===== src/rtl/pwm_evt_cond.sv =====
module pwm_evt_cond #(
  parameter int NUM_GEN     = 8,
  parameter int SIG_PER_GEN = 16,
  parameter int STRETCH_CYC = 8,
  parameter int SYNC_DEPTH  = 2
) (
  input  logic                           clk,
  input  logic                           rst_n,
  input  logic [NUM_GEN*SIG_PER_GEN-1:0] gen_evt,
  input  logic [15:0]                    ctrl,
  output logic                           evt_pin,
  output logic                           evt_pin_oe,
  output logic                           evt_irq
);

  localparam int GSEL_W   = $clog2(NUM_GEN);
  localparam int SSEL_W   = $clog2(SIG_PER_GEN);
  localparam int CNT_W    = $clog2(STRETCH_CYC + 1);
  localparam int GSEL_LSB = 0;
  localparam int SSEL_LSB = 4;
  localparam int SYNC_BIT = 12;
  localparam int STR_BIT  = 13;
  localparam int INV_BIT  = 14;
  localparam int OE_BIT   = 15;

  logic [GSEL_W-1:0] gsel;
  logic [SSEL_W-1:0] ssel;
  logic              sync_en, str_en, inv_en, out_en;
  logic              unused_rsvd;

  assign gsel    = ctrl[GSEL_LSB +: GSEL_W];
  assign ssel    = ctrl[SSEL_LSB +: SSEL_W];
  assign sync_en = ctrl[SYNC_BIT];
  assign str_en  = ctrl[STR_BIT];
  assign inv_en  = ctrl[INV_BIT];
  assign out_en  = ctrl[OE_BIT];
  assign unused_rsvd = ^{ctrl[11:8], ctrl[3]};

  logic [NUM_GEN-1:0] gen_pick;
  logic               sel_evt;

  for (genvar g = 0; g < NUM_GEN; g++) begin : g_gen_mux
    logic [SIG_PER_GEN-1:0] slice;
    assign slice       = gen_evt[g*SIG_PER_GEN +: SIG_PER_GEN];
    assign gen_pick[g] = slice[ssel];
  end

  assign sel_evt = gen_pick[gsel];

  logic [CNT_W-1:0] hold_cnt;
  logic             stretched;

  always_ff @(posedge clk or negedge rst_n) begin
    if (!rst_n)                hold_cnt <= '0;
    else if (!str_en)          hold_cnt <= '0;
    else if (sel_evt)          hold_cnt <= CNT_W'(STRETCH_CYC);
    else if (hold_cnt != '0)   hold_cnt <= hold_cnt - 1'b1;
  end

  assign stretched = sel_evt | (str_en & (hold_cnt != '0));

  logic [SYNC_DEPTH-1:0] sync_q;
  logic                  synced;

  always_ff @(posedge clk or negedge rst_n) begin
    if (!rst_n) sync_q <= '0;
    else        sync_q <= {sync_q[SYNC_DEPTH-2:0], stretched};
  end

  assign synced = sync_en ? sync_q[SYNC_DEPTH-1] : stretched;

  logic prev_synced, irq_q;

  always_ff @(posedge clk or negedge rst_n) begin
    if (!rst_n) begin
      prev_synced <= 1'b0;
      irq_q       <= 1'b0;
    end else begin
      prev_synced <= synced;
      irq_q       <= synced & ~prev_synced;
    end
  end

  assign evt_irq    = irq_q;
  assign evt_pin_oe = out_en & rst_n;
  assign evt_pin    = evt_pin_oe & (synced ^ inv_en);

endmodule


===== config.mk =====
export PLATFORM = sky130hd
export DESIGN_NAME = pwm_evt_cond
export DESIGN_NICKNAME = d
export VERILOG_FILES = /design/src/rtl/pwm_evt_cond.sv
export SDC_FILE = /design/constraint.sdc
export NUM_CORES = 1
export LEC_CHECK = 0
export ABC_CLOCK_PERIOD_IN_PS = 5400
export BUFFER_PORTS_ARGS = -buffer_cell sky130_fd_sc_hd__buf_4
export CELL_PAD_IN_SITES_DETAIL_PLACEMENT = 2
export CELL_PAD_IN_SITES_GLOBAL_PLACEMENT = 2
export CORE_AREA = 2 2 92 94
export DETAILED_ROUTE_END_ITERATION = 8
export DIE_AREA = 0 0 94 96
export MAX_ROUTING_LAYER = met4
export PLACE_DENSITY = 0.95
export SLEW_MARGIN = 40
export SYNTH_ARGS = -nofsm -noshare
export SYNTH_HDL_FRONTEND = slang
export SYNTH_SLANG_ARGS = --single-unit

===== constraint.sdc =====
create_clock -name clk -period 5.4 [get_ports clk]
set_clock_uncertainty 0.1 [all_clocks]
set_input_delay 0.54 -clock clk [delete_from_list [all_inputs] [get_ports clk]]
set_output_delay 0.54 -clock clk [all_outputs]
set_load 0.03 [all_outputs]

======== After elaboration in Yosys (flattened, before gate mapping) ========
Index checks and enable logic that the tools add are counted.
cells by class
  $add $sub $neg .......................... 1
  magnitude comparators ................... 2
  eq/ne operators ......................... 1
  mux-type cells .......................... 22
  bitwise logic cells ..................... 7
  reductions and logical operators ........ 1
operators with widths
  cell                                                                          number
  1-bit binary-select mux with 4-bit select                                     8
  4-bit 2-to-1 mux                                                              3
  1-bit 2-to-1 mux                                                              10
  4-bit by 5-bit less-than comparator with 1-bit output, second input constant  1
  1-bit bitwise AND                                                             4
  3-bit by 4-bit less-than comparator with 1-bit output, second input constant  1
  4-bit nonzero test                                                            1
  4-bit by 1-bit subtractor with 4-bit output, second input constant            1
  1-bit binary-select mux with 3-bit select                                     1
  3-bit by 1-bit != test with 1-bit output, second input constant               1
  1-bit inverter                                                                1
  1-bit OR                                                                      1
  1-bit bitwise XOR                                                             1
word-level totals
  register bits ........................... 8
  bits of input ports ..................... 146
  output and inout bits ................... 3
  logic and storage cells ................. 38

======== Longest topological paths before layout ========
  depth in word-level cells ............... 8
  mapped depth ............................ 10
  depth with buffers taken out ............ 7

======== Worst setup path after synthesis ========
Ideal clock, no wire load.
  kind .................................... input port to output port
  start point ............................. in ctrl[4]
  end point ............................... out evt_pin
  arrival ................................. 2607 ps
  required time ........................... 4760 ps
  path slack .............................. 2153 ps
  stages .................................. 8
  buffers on the path ..................... 2
  cells stage by stage .................... buf_6 -> buf_12 -> mux4_2 -> o211ai_2 -> o211ai_2 -> a2111o_1 -> a2bb2oi_2 -> mux2i_1
on the way
  word-level cells in the longest chain between the ends .. 8
ends and longest elaborated chain
  item                                           line  source
  start: declaration                             10    input logic [15:0] ctrl,
  1-bit binary-select mux with 4-bit select      45    assign gen_pick[g] = slice[ssel];
  1-bit 2-to-1 mux (implied by the code)         45
  1-bit binary-select mux with 3-bit select (*)  48    assign sel_evt = gen_pick[gsel];
  1-bit 2-to-1 mux (implied by the code) (*)     48
  1-bit OR (*)                                   60    assign stretched = sel_evt | (str_en & (hold_cnt != '0));
  1-bit 2-to-1 mux (*)                           70    assign synced = sync_en ? sync_q[SYNC_DEPTH-1] : stretched;
  via synced                                     63    logic synced;
  1-bit bitwise XOR (*)                          86    assign evt_pin = evt_pin_oe & (synced ^ inv_en);
  1-bit bitwise AND (*)                          86
  end: declaration                               11    output logic evt_pin,
The timed path passes the listed nets; every way through them passes the cells marked *. The select of a mux whose other input is x is not followed.

======== Worst setup path in the final report ========
Ends and elaborated chain as after synthesis.

==> results_dict.tcl <==
set metrics [dict create \
    hold_class "in2async" \
    yosys_most_used_dff "dfrtp_1" \
    syn_area_mm2 0.00164 \
    synthToLayoutAreaGrowth_pct 69.9 \
    grt-ovfl-total 0 \
    synth-seq-cells 8 \
    yosys-top-cells-area "mux4_2, dfrtp_1, mux2i_1" \
    reg2reg_to "evt_irq$_DFF_PN0_" \
    ir_drop_v 0.0000759 \
    synth-edff-count 0 \
    start_util_pct 20.4 \
    std_cell_rows 33 \
    port_buffers 143 \
    p_int_mw 0.279 \
    reg2reg_slack_ns 3.57 \
    fin_nets 441 \
    drt_first_pass_iters 4 \
    first_global_vias 2246 \
    grt_max_degree 48 \
    wl_per_cell_um 19.0 \
    max_freq_mhz 268 \
    synth_top_area_share_pct 24.7 \
    crit_path_end "evt_pin" \
    vias_per_cell 5.00 \
    drv_cap 0 \
    design_area_mm2 0.00279 \
    power_density_mw_per_mm2 155 \
    clk_latency_ns 0.23 \
    die-width_um 94 \
    p_comb_share_pct 62.9 \
    tightest_slew_ns 0.619 \
    min_period_ns 3.73 \
    die-height_um 96 \
    start_kind "input port" \
    power.share.switching_pct 35.3 \
    grt_pass1_wl_um 11500 \
    finalSetupTns_ns 0 \
    hold_buffers 0 \
    synth_commonest_cells "mux4_2, mux2i_1, nand2_1" \
    power_frac_seq_pct 21.0 \
    avgSynthCellArea_um2 10.4 \
    postRouteAntennaNets 0 \
    status "completed" \
    io_pins 149 \
    slew_violations 0 \
    synth_cell_type_count 54 \
    post_dp_cell_area_mm2 0.00275 \
    antenna_found_initial 0 \
    use_met3_pct 2.43 \
    cts_resized 0 \
    syn-num-nets 306 \
    cts_num_sinks 8 \
    clkPwrFrac_pct 16.1 \
    crit_start "ctrl[4]" \
    numCtsBuffers 3 \
    drtIter0Drc 39 \
    clkTransAtPathRegs_ns 0.04 \
    routed_wl_um 7520 \
    setup_viol 0 \
    p_leak_nw 1.30 \
    p_switching_mw 0.153 \
    yosysMostFrequentCell "mux4_2" \
    worstSetupPathType "in2out" \
    dp_hpwl_um 6260 \
    grt_busiest_layer "met2" \
    htree_levels 1 \
    drive_gt1_share_pct 61.9 \
    globalRouteMet1Util_pct 17.3 \
    relSlewSlack_pct 58.7 \
    synth_top_area_cell "mux4_2" \
    grtUsageMet2_pct 34.5 \
    crit_arrival_ns 3.09 \
    diodes 0 \
    reg2reg_depth 6 \
    period_share_pct 69.1 \
    clockBufferDepth 2 \
    ys_seq_area_share_pct 12.2 \
    fin_util_pct 34.7 \
    cts_tree "built" \
    ys_async_sr_fraction_pct 100 \
    drcViolationCount 0 \
    vias 1980 \
    endpoint_kind "output pin" \
    core-area_mm2 0.00805 \
    cts_setup_buffers 0 \
    grt_use_total_pct 17.0 \
    hold_viol 0 \
    worstPathRequired_ns 4.76 \
    syn_inst 158 \
    ys_warn_count 0 \
    dieArea_mm2 0.00902 \
    root_buffer "clkbuf_8" \
    crit_fanout 39 \
    place.gp.congestion 0.750 \
    rsz0062_at_grt "no" \
    r2r_start "hold_cnt[0]$_DFFE_PN0P_" \
]
-- logic make-up (layout without fill, tap and decap cells) --
logic type / Yosys count / in the layout / share of synthesized area [%]
flip-flops: 8 / 8 / 12.2
AO/OA/AOI/OAI: 39 / 39 / 20.2
multiplexers: 45 / 45 / 43.8
AND/OR/NAND/NOR: 42 / 42 / 13.7
adder cells (fa/ha/maj): 2 / 2 / 1.52
buffers and inverters: 20 / 153 / 7.53
XOR/XNOR: 2 / 2 / 1.07
-- worst max-delay path, stage by stage --
cell	delay, ns
buf_4	0.44
mux4_1	0.65
mux2_2	0.29
a21oi_2	0.14
a2111oi_2	0.11
a2111o_1	0.42
a2bb2oi_2	0.16
mux2i_1	0.14
buf_4	0.18
-- final cells by class --
| cell class | instances | area [µm²] |
|---|---|---|
| fill | 897 | 5260 |
| inverter | 7 | 26.3 |
| sequential | 8 | 200 |
| tap | 105 | 131 |
| multi-input combinational | 130 | 1320 |
| timing repair buffer | 143 | 1070 |
| clock buffer | 3 | 41.3 |
-- flip-flops by register name, indices dropped and copies added, names as in the netlist --
name         count
sync_q           2
hold_cnt         4
prev_synced      1
evt_irq          1
-- per-layer routing --
metal / vias up / share of wire, %
met5: - / 0
met1: 970 / 36
met2: 89 / 56
met4: 0 / 2.0
li1: 911 / -
met3: 10 / 6.1
-- power groups by stage --
stage | logic (mW) | registers, mW | clock network (mW)
3_3_place_gp | 0.259 | 0.0883 | 0
4_1_cts | 0.278 | 0.0908 | 0.0710
6_report | 0.272 | 0.0906 | 0.0696
3_5_place_dp | 0.274 | 0.0910 | 0
2_1_floorplan | 0.150 | 0.0915 | 0
5_1_grt | 0.300 | 0.0925 | 0.0749
-- cells in the final DEF (no fill, tap or decap), types with 2 or more instances in the layout --
master	count
a2111oi_0	4
a21oi_1	4
a22oi_1	3
and3_1	2
buf_4	143
clkbuf_8	3
dfrtp_1	8
ha_1	2
inv_1	7
mux2_2	9
mux2i_1	15
mux4_1	2
mux4_2	18
nand2_1	10
nand2b_1	5
nand3_1	4
nor2_1	5
nor2b_1	7
nor3_1	2
o2111ai_1	2
o211ai_2	2
o22ai_1	4
or3_1	2
-- worst min path at each step --
stage                                   start                 endpoint  slack [ns]  cells after the start
after detailed placement  sync_q[0]$_DFF_PN0_      sync_q[1]$_DFF_PN0_        0.26                      0
final                                   rst_n  hold_cnt[3]$_DFFE_PN0P_        0.03                      1
after global placement    sync_q[0]$_DFF_PN0_      sync_q[1]$_DFF_PN0_        0.24                      0
after global routing                    rst_n  hold_cnt[3]$_DFFE_PN0P_        0.03                      1
after floorplan                         rst_n        evt_irq$_DFF_PN0_        0.14                      0
after CTS                               rst_n        evt_irq$_DFF_PN0_        0.03                      1
-- through the flow --
step | hold WS, ns | cells | power (mW) | setup WS (ns)
after detailed placement | 0.257 | 393 | 0.365 | 1.62
after CTS | 0.0281 | 396 | 0.439 | 1.61
final | 0.0256 | 396 | 0.432 | 1.67
after floorplan | 0.144 | 158 | 0.242 | 2.15
after global placement | 0.245 | 393 | 0.347 | 1.70
after global routing | 0.0254 | 396 | 0.468 | 1.51
No activity file was read; power rests on OpenSTA's default activity.
